[src/rtl/vec_addr_seq.sv]
module vec_addr_seq #(
  parameter int ADDR_W  = 32,
  parameter int MAX_LEN = 64,
  parameter int REQ_W   = 8
) (
  input  logic              clk,
  input  logic              rst_n,
  input  logic              start,
  input  logic [1:0]        mode,
  input  logic [ADDR_W-1:0] base,
  input  logic [ADDR_W-1:0] stride,
  input  logic [1:0]        esz,
  input  logic [REQ_W-1:0]  vlen_req,
  input  logic [MAX_LEN-1:0] mask,
  input  logic              idx_valid,
  input  logic [ADDR_W-1:0] idx_data,
  output logic              idx_ready,
  output logic              addr_valid,
  input  logic              addr_ready,
  output logic [ADDR_W-1:0] addr,
  output logic              addr_en,
  output logic              busy,
  output logic              done,
  output logic              len_err
);

  localparam int CNT_W = $clog2(MAX_LEN + 1);
  localparam int SEL_W = (MAX_LEN > 1) ? $clog2(MAX_LEN) : 1;
  localparam logic [1:0] M_UNIT = 2'b00;
  localparam logic [1:0] M_STEP = 2'b01;
  localparam logic [1:0] M_IDX  = 2'b10;
  localparam logic [1:0] M_RAMP = 2'b11;

  logic [1:0]         mode_q;
  logic [ADDR_W-1:0]  base_q, step_q, acc;
  logic [CNT_W-1:0]   cnt, len_q;
  logic [MAX_LEN-1:0] mask_q;
  logic               done_q, err_q;

  logic               over, accept, fire, last;
  logic [CNT_W-1:0]   len_new, cnt_nxt;
  logic [ADDR_W-1:0]  step_new;

  assign over     = vlen_req > REQ_W'(MAX_LEN);
  assign len_new  = over ? CNT_W'(MAX_LEN) : vlen_req[CNT_W-1:0];
  assign step_new = (mode == M_UNIT) ? (ADDR_W'(1) << esz) : stride;
  assign accept   = start & ~busy;

  assign addr_valid = busy & ((mode_q != M_IDX) | idx_valid);
  assign fire       = addr_valid & addr_ready;
  assign idx_ready  = fire & (mode_q == M_IDX);
  assign addr       = (mode_q == M_IDX) ? base_q + idx_data : acc;
  assign addr_en    = mask_q[cnt[SEL_W-1:0]];
  assign cnt_nxt    = cnt + 1'b1;
  assign last       = cnt_nxt == len_q;
  assign done       = done_q;
  assign len_err    = err_q;

  always_ff @(posedge clk) begin
    if (!rst_n) begin
      busy   <= 1'b0;
      done_q <= 1'b0;
      err_q  <= 1'b0;
      mode_q <= M_UNIT;
      base_q <= '0;
      step_q <= '0;
      acc    <= '0;
      cnt    <= '0;
      len_q  <= '0;
      mask_q <= '0;
    end else begin
      done_q <= 1'b0;
      if (accept) begin
        mode_q <= mode;
        base_q <= base;
        step_q <= step_new;
        acc    <= (mode == M_RAMP) ? '0 : base;
        cnt    <= '0;
        len_q  <= len_new;
        mask_q <= mask;
        busy   <= len_new != '0;
        done_q <= len_new == '0;
        if (over) err_q <= 1'b1;
      end else if (fire) begin
        cnt <= cnt_nxt;
        acc <= acc + step_q;
        if (last) begin
          busy   <= 1'b0;
          done_q <= 1'b1;
        end
      end
    end
  end

  p_hold_stall_r8: assert property (@(posedge clk) disable iff (!rst_n)
    addr_valid && !addr_ready && mode_q != M_IDX |=> addr_valid && $stable(addr) && $stable(addr_en));

  p_step_advance_r2: assert property (@(posedge clk) disable iff (!rst_n)
    fire && !last && mode_q != M_IDX |=> addr == $past(addr) + step_q);

  p_len_cap_r5: assert property (@(posedge clk) disable iff (!rst_n)
    busy |-> len_q <= CNT_W'(MAX_LEN) && cnt < len_q);

  p_err_sticky_r6: assert property (@(posedge clk) disable iff (!rst_n)
    len_err |=> len_err);

  p_done_idle_r9: assert property (@(posedge clk) disable iff (!rst_n)
    done |-> !busy && !addr_valid);

  p_busy_start_r10: assert property (@(posedge clk) disable iff (!rst_n)
    busy && start |=> $stable(base_q) && $stable(mode_q) && $stable(len_q));

  p_idx_gap_r3: assert property (@(posedge clk) disable iff (!rst_n)
    mode_q == M_IDX && !idx_valid |-> !idx_ready);

endmodule

[config.mk]
export PLATFORM = sky130hd
export DESIGN_NAME = vec_addr_seq
export DESIGN_NICKNAME = d
export VERILOG_FILES = /design/src/rtl/vec_addr_seq.sv
export SDC_FILE = /design/constraint.sdc
export NUM_CORES = 1
export LEC_CHECK = 0
export BUFFER_PORTS_ARGS = -buffer_cell sky130_fd_sc_hd__clkbuf_2
export CORE_MARGIN = 2
export CORE_UTILIZATION = 50
export DETAILED_ROUTE_END_ITERATION = 7
export PLACE_DENSITY_LB_ADDON = 0.12
export SYNTH_ARGS = -nofsm -noshare
export SYNTH_HDL_FRONTEND = slang
export SYNTH_SLANG_ARGS = --single-unit
[constraint.sdc]
create_clock -name clk -period 14.2 [get_ports clk]
set_clock_uncertainty 0.15 [all_clocks]
set_input_delay 4.26 -clock clk [delete_from_list [all_inputs] [get_ports clk]]
set_output_delay 4.26 -clock clk [all_outputs]
set_load 0.1 [all_outputs]
==> key figures, run 1 <==
Setup path
  • Most Frequent Cell on Critical Path: clkbuf_2
  • Critical-path cell list: clkbuf_2, ha_1, fa_1, a211oi_1, o21bai_1, o211ai_1, a31oi_1, nor3_1, o31ai_2, a221oi_2, xor2_1, o21ai_1, clkbuf_2
  • Worst path arrival time: 7.41 ns
  • Worst setup EP type: primary output
  • Setup Crit Path Kind: input port to primary output
  • Critical path's slowest cell: clkbuf_2
  • Max stage delay on crit path: 0.47 ns
  • Critical path required time: 9.79 ns
  • Worst Setup Start Kind: input port
  • Top cell family by delay on the critical path: compound AO/OA/AOI/OAI gates
  • Crit path launch: idx_data[0]
  • Critical path buffers and inverters: 2
  • CP Max Fanout: 3
  • R2r startpoint: acc[0]

STA
  • TNS Setup: 0 ns
  • Worst-margin pin slew: 1.24 ns
  • Final Critical Period: 11.82 ns
  • Max-slew violations: 0
  • Highest Clock Rate: 84.6 MHz
  • RSZ-0062 raised after global routing: no
  • Period utilisation layout: 0.832
  • Final hold violations: 0
  • Slew HR: 0.173
  • Final setup fails: 0

GRT
  • Gr usage total: 0.279
  • Initial antenna violation count: 0
  • Vias in the first global route: 9584
  • Grt ovf: 0
  • First-pass GRT wire length: 48400 microns
  • Largest net degree at the start of global routing: slightly above 80

Logic synthesis
  • Synth warn: 0
  • Register area share after synthesis: 0.340
  • Main synth FF type: dfxtp_1
  • Mean post-synth cell area: just over 8 sq um
  • Synth top area cells: dfxtp_1 34%, nand2_1 10%, a21oi_1 8.2%
  • Yosys reg bits: 179
  • Synth unique cells: 76
  • Post-synthesis instance area: 10500 sq um
  • EDFF count, synth: 0
  • Synth top area share: 0.340
  • Mapped Cells: 1303
  • Fraction of registers with async set/reset: 0
  • Yosys top cell by area: dfxtp_1
  • Syn nets: around 1500

Min path
  • Hold Path Class: flop to flop
  • HP Start: mask_q[16]

Cells and area
  • Area grow syn2layout: 17.0%
  • Fin nets: 1700
  • Filler Cell Count: 1982
  • Multi-input logic area: 6610 sq um
  • Antenna Cells: 0
  • Share of layout cells above drive strength 1: 0.206
  • Reg area: 3580 sq um

Die
  • Area of the core: 20800 sq um
  • Num rows: 53
  • Ports: 215
  • Initial Util: 0.506
  • Die height: 149 microns
  • Die X: 149 microns
  • Die area: 22300 sq um

Clock tree
  • Post-CTS setup buffer count: 0
  • Clk root buf: clkbuf_16
  • Clock transition at the registers of the reported paths: 0.08 ns
  • Clock latency on the worst-skew pair: 0.44 ns
  • CTS Hold Bufs: 0
  • CTS tree: done
  • Bufs on Longest Clock Path: 2
  • PostCTS Resize Cnt: 0
  • H-tree levels: 4
  • Cts bufs inserted: 17
  • CTS Sinks: 179

Power
  • Peak supply drop: 74.8 uV
  • Power Density: approximately 110 nW/um^2
  • Pwr Total: about 1.4 mW
  • Pleak: 5.39 nW

Drt
  • DRC Markers: 0
  • First DRT Iteration DRCs: 627
  • Via density: 5.78
  • Avg WL per Cell: 17.8 microns
  • Antenna Nets Post-Route: 0
  • DRT Wirelength: 31100 microns
  • Routed via count: 10100
  • 1st-pass router iterations: 5

Outcome
  • Outcome: completed

Placement
  • PortBufs: about 210
  • DP HPWL: 23100 microns
  • Gpl congestion: 0.901

Flow run
  • Max_cap viols: 0
-- worst reg2reg max path, stage by stage (launching register included) --
cell and delay, ns:
dfxtp_1 0.34, ha_1 0.22, fa_1 0.42, a21o_2 0.26, nand4_4 0.11, a32oi_4 0.15
a21oi_1 0.27, o21ai_1 0.16, a311oi_2 0.33, nor2_1 0.08, a2111o_1 0.40, o2111a_1 0.14
-- state kept, by name (all words and copies together) (netlist names) --
| signal | flops |
|---|---|
| mask_q | 64 |
| len_q | 7 |
| mode_q | 2 |
| step_q | 32 |
| len_err | 1 |
| busy | 1 |
| base_q | 32 |
| done | 1 |
| cnt | 7 |
| acc | 32 |
-- cells in the mapped netlist, types with 4 or more instances --
library cell,count
a211oi_1,16
a22o_1,34
a2111oi_2,4
o21ai_0,70
o21bai_1,10
nand2b_1,5
a31oi_1,6
xnor2_1,39
o22ai_1,5
ha_1,63
clkbuf_1,74
o211ai_1,6
nand2_1,288
buf_1,5
a221oi_1,8
a222oi_1,6
inv_1,7
nand3_1,11
xor2_1,26
a22oi_1,9
dfxtp_1,179
nand4_1,8
mux4_2,21
buf_2,8
a21o_1,35
nor2b_1,5
o31ai_1,7
and4_1,5
and3_1,6
nor2_1,70
nor3_1,23
o21ai_1,6
a21oi_1,173
and2_1,4
-- area by class of cell --
type                    instances  area share
inverters                       8     0.00264
repair buffers                223      0.0924
clock inverters                14      0.0152
flip-flops and latches        179       0.291
multi-input cells            1029       0.536
clock buffers                  18      0.0348
well taps                     275      0.0279
-- kinds of logic after synthesis --
| kind of cell | after synthesis | synth area share |
|---|---|---|
| AO/OA/AOI/OAI | 431 | 0.265 |
| XOR/XNOR | 65 | 0.0540 |
| adder cells (fa/ha/maj) | 65 | 0.0786 |
| buffers and inverters | 95 | 0.0348 |
| flip-flops | 179 | 0.340 |
| multiplexers | 25 | 0.0495 |
| AND/OR/NAND/NOR | 443 | 0.178 |
-- where the power goes --
group          internal (mW)  switching (mW)  leakage [nW]
Combinational          0.113           0.247          3.63
Clock                  0.240           0.241         0.296
Sequential             0.533          0.0249          1.47
-- placed cells by master (no fill, tap or decap), types with 4 or more instances in the layout --
master     Yosys  final
o22ai_1        5      5
o21ai_1        6      6
and2_1         4      4
nor2b_1        5      4
nand3_1       11     11
inv_1          7      7
xor2_1        26     26
a222oi_1       6      6
o21ai_0       70     70
a22o_1        34     34
mux4_2        21     21
a22oi_1        9      9
a21oi_1      173    172
a211oi_1      16     16
o31ai_1        7      7
buf_4          0      9
a221oi_1       8      8
and3_1         6      6
clkbuf_2       0    214
clkbuf_16      0     17
ha_1          63     63
nor3_1        23     23
and4_1         5      5
o21bai_1      10     10
nand4_1        8      8
nand2_1      288    288
nor2_1        70     69
a2111oi_2      4      4
a31oi_1        6      6
clkinv_8       0      8
a21o_1        35     35
xnor2_1       39     39
dfxtp_1      179    179
o211ai_1       6      6
-- layer usage --
metal	vias up	part of all wire	GRT usage
li1	5016	-	-
met1	4681	0.41	0.340
met2	327	0.49	0.483
met3	72	0.059	0.0486
met4	0	0.039	0.122
met5	-	0	0
-- path summary, 6_finish.rpt --
check | to | cells past startpoint | slack (ns)
max | addr[28] | 13 | 2.38
min | mask_q[16] | 2 | 0.30
max reg2reg | acc[28] | 11 | 11.06
min reg2reg | mask_q[16] | 2 | 0.30
-- through the flow --
step	hold WS (ns)	cells	worst slack (ns)	utilization	area, sq um
after global placement	0.289	1714	2.48	0.562	11700
after detailed placement	0.296	1714	2.45	0.562	11700
after CTS	0.307	1746	2.40	0.592	12300
after floorplan	0.281	1303	1.42	-	10500
final	0.304	1746	2.38	0.592	12300
after global routing	0.322	1746	2.18	0.592	12300
Note: power is estimated with default switching activity, not from simulation.
==> run 2, diff against run 1 <==
Clock period 14.2 ns to 11.6 ns, I/O delays scaled along.
==> run 2 against run 1 <==
Via count is 0.27% lower. First-iteration DRC count is 7.2% lower. Design area is 0.23% lower. Highest routed layer unchanged.
==> key figures, run 2 (synthesized netlist as in run 1, its figures left out) <==
Min path
  • HP Start: mask_q[32]
  • Hold Path Class: flop to flop

Clock tree
  • H-tree levels: 4
  • CTS tree: done
  • Clock transition at the registers of the reported paths: 0.07 ns
  • PostCTS Resize Cnt: 0
  • Cts bufs inserted: 17
  • Post-CTS setup buffer count: 0
  • Clk root buf: clkbuf_16
  • Bufs on Longest Clock Path: 2
  • Clock latency on the worst-skew pair: about 0.44 ns
  • CTS Sinks: around 180
  • CTS Hold Bufs: 0

Setup path
  • Critical path buffers and inverters: 2
  • Critical-path cell list: clkbuf_2, ha_1, fa_1, a211oi_1, o21bai_1, o211ai_1, a31oi_1, o21ai_0, o21ai_0, xnor2_1, o21ai_0, clkbuf_2
  • Setup Crit Path Kind: input port to primary output
  • Most Frequent Cell on Critical Path: o21ai_0
  • Worst Setup Start Kind: input port
  • R2r startpoint: acc[0]
  • Max stage delay on crit path: 0.48 ns
  • Crit path launch: idx_data[0]
  • Critical path's slowest cell: clkbuf_2
  • Top cell family by delay on the critical path: compound AO/OA/AOI/OAI gates
  • CP Max Fanout: 3
  • Worst path arrival time: 6.62 ns
  • Worst setup EP type: primary output
  • Critical path required time: roughly 8 ns

STA
  • Period utilisation layout: 0.884
  • TNS Setup: 0 ns
  • Highest Clock Rate: 97.6 MHz
  • RSZ-0062 raised after global routing: no
  • Max-slew violations: 0
  • Slew HR: 0.157
  • Worst-margin pin slew: 1.26 ns
  • Final hold violations: 0
  • Final setup fails: 0
  • Final Critical Period: 10.25 ns

Cells and area
  • Fin nets: 1700
  • Most common cell after layout, fill and taps aside: nand2_1
  • Share of layout cells above drive strength 1: 0.206
  • Max reg flops: 64
  • Most frequent cells in the layout: 288 x nand2_1, 214 x clkbuf_2, 179 x dfxtp_1
  • Area grow syn2layout: 16.7%
  • Antenna Cells: 0
  • Biggest register: mask_q
  • Final Instance Area: 12300 sq um

Drt
  • Antenna Nets Post-Route: 0
  • Routed via count: 10100
  • DRT Wirelength: 31100 microns
  • DRC Markers: 0
  • First DRT Iteration DRCs: between 500 and 600
  • Via density: 5.77
  • 1st-pass router iterations: 5
  • Avg WL per Cell: 17.8 microns

GRT
  • Gr usage total: 0.278
  • Largest net degree at the start of global routing: between 80 and 90
  • Vias in the first global route: 9448
  • Grt ovf: 0
  • Initial antenna violation count: 1
  • First-pass GRT wire length: 48200 microns

Power
  • Power Density: 138 nW/um^2
  • Clock Power Share: 0.337
  • Pleak: 5.39 nW
  • Register share of total power: 0.403
  • Peak supply drop: 96.1 uV
  • Psw: 0.616 mW
  • Comb power frac: 0.260
  • Internal Power: 1.08 mW
  • Switching Fraction: 0.363

Placement
  • Placed Area: 11700 sq um
  • DP HPWL: between 20000 and 25000 microns
  • PortBufs: 214
  • Gpl congestion: 0.902

Die
  • Die area: roughly 22000 sq um
  • Num rows: 53
  • Die X: 149 microns
  • Initial Util: 0.506
  • Area of the core: 20800 sq um
  • Ports: 215
  • Die height: 149 microns

Outcome
  • Outcome: completed

Flow run
  • Max_cap viols: 0
-- run 2: cell types whose count changed in the layout (fill, tap and decap cells not counted) --
cell | before | now
clkinv_4 | 1 | 4
clkinv_8 | 8 | 4
inv_8 | 2 | 4
inv_6 | 3 | 2
clkbuf_1 | 1 | 0
-- run 2: power groups by stage --
| stage | Combinational (mW) | Sequential (mW) | Clock [mW] |
|---|---|---|---|
| final | 0.440 | 0.684 | 0.572 |
| after global routing | 0.478 | 0.687 | 0.608 |
| after CTS | 0.440 | 0.684 | 0.579 |
| after detailed placement | 0.438 | 0.698 | 0 |
| after global placement | 0.435 | 0.698 | 0 |
| after floorplan | 0.329 | 0.689 | 0 |
-- run 2: final cells by class --
cell class	count	area, sq um
Fill cell	1979	8530
Multi-Input combinational cell	1029	6610
Sequential cell	179	3580
Timing Repair Buffer	223	1140
Clock buffer	17	425
Tap cell	275	344
Clock inverter	14	163
Inverter	8	32.5
-- run 2: final timing paths --
path,cells after the start,slack (ns),end
setup / recovery,12,1.35,addr[26]
hold / removal,2,0.30,mask_q[32]
setup reg to reg,11,8.41,acc[28]
hold reg to reg,2,0.30,mask_q[32]
-- run 2: worst register-to-register path: cells and delay by family, from the launching register on --
kind | cells | cell delay, ns
compound gates | 7 | 1.79
fa+ha+maj | 2 | 0.64
flops | 1 | 0.34
simple gates | 2 | 0.19
-- run 2: layer usage --
layer | global-route usage | vias up | wire [microns]
met4 | 0.131 | 0 | 1360
met5 | 0 | - | 0
met2 | 0.482 | 334 | 15200
li1 | - | 5011 | -
met1 | 0.336 | 4644 | 12700
met3 | 0.0450 | 80 | 1860
-- run 2: through the flow --
step           hold WS (ns)  setup WS (ns)  utilization  cells  power [mW]
2_1_floorplan         0.281          0.380            -   1303        1.02
3_3_place_gp          0.289           1.44        0.562   1714        1.13
3_5_place_dp          0.296           1.41        0.562   1714        1.14
4_1_cts               0.307           1.36        0.591   1745        1.70
5_1_grt               0.322           1.12        0.591   1745        1.77
6_report              0.304           1.35        0.591   1745        1.70
==> run 3, diff against run 2 <==
Settings changed: CORE_UTILIZATION 50 to 45, RECOVER_POWER set to 100.
==> run 3 against run 2 <==
The run now ends with capacitance limit, slew limit left. Hold slack better by 0.0014 ns. Combinational power about the same. Highest routed layer unchanged. Non-clock buffer count unchanged. Clock-buffer cell count up 1. Sequential power about the same. Total power up 1.7%. Largest cell class unchanged. Via count up 0.34%. First-iteration DRC count up 22%. Wire length up 3.1%. Flip-flop and latch count unchanged.
==> key figures, run 3 (synthesized netlist as in run 1, its figures left out) <==
Outcome
  • Outcome: finished with violations
  • Failing checks: capacitance limit, slew limit

Power
  • Clock Power Share: 0.350
  • Power Density: between 100 and 150 nW/um^2
  • Psw: 0.633 mW
  • Pleak: 5.25 nW
  • Comb power frac: 0.254
  • Internal Power: ~1.1 mW
  • Register share of total power: 0.397
  • Switching Fraction: 0.367
  • Peak supply drop: about 86 uV

STA
  • Final hold violations: 0
  • TNS Setup: 0 ns
  • Max-slew violations: 270
  • Highest Clock Rate: 93.9 MHz
  • Slew HR: -1.58
  • WHS: 0.306 ns
  • Final setup fails: 0
  • Final setup margin: 0.954 ns
  • Worst-margin pin slew: between 3 and 4 ns
  • Period utilisation layout: 0.918
  • RSZ-0062 raised after global routing: no
  • Final Critical Period: 10.65 ns

Drt
  • DRC Markers: 0
  • Routed via count: 10100
  • Avg WL per Cell: 17.9 microns
  • First DRT Iteration DRCs: 711
  • 1st-pass router iterations: 5
  • Via density: 5.66
  • DRT Wirelength: 32000 microns
  • Antenna Nets Post-Route: 0

Die
  • Num rows: 55
  • Die height: between 150 and 200 microns
  • Initial Util: 0.463
  • Area of the core: roughly 23000 sq um
  • Die X: 157 microns
  • Ports: 215
  • Die area: 24700 sq um

Clock tree
  • PostCTS Resize Cnt: 0
  • Clk root buf: clkbuf_16
  • Clock latency on the worst-skew pair: approximately 0.44 ns
  • Bufs on Longest Clock Path: 2
  • Post-CTS setup buffer count: 0
  • CTS tree: done
  • CTS Hold Bufs: 0
  • Clock transition at the registers of the reported paths: 0.08 ns
  • CTS Sinks: 179
  • H-tree levels: 4
  • Cts bufs inserted: 17

Setup path
  • Max stage delay on crit path: 0.87 ns
  • R2R cell count: 4
  • CP Depth: 13
  • Top cell family by delay on the critical path: compound AO/OA/AOI/OAI gates
  • Critical-path cell list: clkbuf_2, ha_1, fa_1, a211oi_1, o21bai_1, o211ai_1, a31oi_1, nor3_1, o31ai_2, a221oi_2, xor2_1, o21ai_1, clkbuf_1
  • Worst setup EP type: primary output
  • Reg2Reg Setup Slack: 5.87 ns
  • Worst path arrival time: 7.02 ns
  • Critical path required time: around 8 ns
  • CP Max Fanout: 3
  • Crit path launch: idx_data[0]
  • Critical path buffers and inverters: 2
  • R2r startpoint: busy
  • R2R Path End: cnt[1]
  • Setup Crit Path Kind: input port to primary output
  • Worst Setup Start Kind: input port
  • Critical path's slowest cell: clkbuf_1

GRT
  • Vias in the first global route: between 9000 and 10000
  • First-pass GRT wire length: 49800 microns
  • Grt ovf: 0
  • Largest net degree at the start of global routing: 86
  • Gr usage total: 0.260
  • Initial antenna violation count: 0

Cells and area
  • Fin nets: 1700
  • Biggest register: mask_q
  • Share of layout cells above drive strength 1: 0.174
  • Layout Utilization: 0.540
  • Area grow syn2layout: 16.8%
  • Final Instance Area: around 12000 sq um
  • Most common cell after layout, fill and taps aside: nand2_1
  • Most frequent cells in the layout: 288 x nand2_1, 179 x dfxtp_1, 174 x clkbuf_2
  • Max reg flops: 64

Placement
  • Place WS: 1.40 ns
  • DP HPWL: approximately 24000 microns
  • Gpl congestion: between 0.9 and 1
  • PortBufs: 214
  • Placed Area: 11800 sq um

Min path
  • Hold Crit Endpoint: mask_q[17]
  • Hold Path Class: flop to flop
  • HP Start: mask_q[17]
  • Hold depth: 2

Flow run
  • Max_cap viols: 4
[run 3: area by class of cell]
type	instances	area, sq um
diodes	1	2.50
clock buffers	18	439
clock inverters	14	198
fillers	2246	10500
inverters	8	31.3
multi-input cells	1029	6590
flip-flops and latches	179	3580
well taps	313	392
repair buffers	223	1070
[run 3: power groups by stage]
| stage | clock (mW) | combinational, mW | sequential [mW] |
|---|---|---|---|
| final | 0.604 | 0.437 | 0.684 |
| after global routing | 0.643 | 0.475 | 0.688 |
| after CTS | 0.616 | 0.441 | 0.684 |
| after detailed placement | 0 | 0.439 | 0.698 |
| after global placement | 0 | 0.436 | 0.698 |
| after floorplan | 0 | 0.329 | 0.689 |
[run 3: tightest hold or removal path: cells and delay by family, from the launching register on]
family	cells	cell delay (ns)
flops	1	0.32
simple gates	1	0.05
compound gates	1	0.05
[run 3: worst max-delay path by stage]
| stage | endpoint | slack [ns] |
|---|---|---|
| final | addr[28] | 0.95 |
| after global routing | addr[28] | 0.69 |
| after CTS | addr[28] | 1.35 |
| after detailed placement | addr[28] | 1.40 |
| after global placement | addr[28] | 1.42 |
| after floorplan | addr[12] | 0.38 |
[run 3: per-layer routing]
metal	vias to the layer above	share of wire	GRT usage
li1	5019	-	-
met1	4694	0.42	0.310
met2	315	0.49	0.454
met3	75	0.055	0.0449
met4	0	0.043	0.122
met5	-	0	0
[run 3: stage by stage]
step | power, mW | instances
finish | 1.72 | 1785
global route | 1.81 | 1784
CTS | 1.74 | 1784
detailed placement | 1.14 | 1752
global placement | 1.13 | 1752
floorplan | 1.02 | 1303
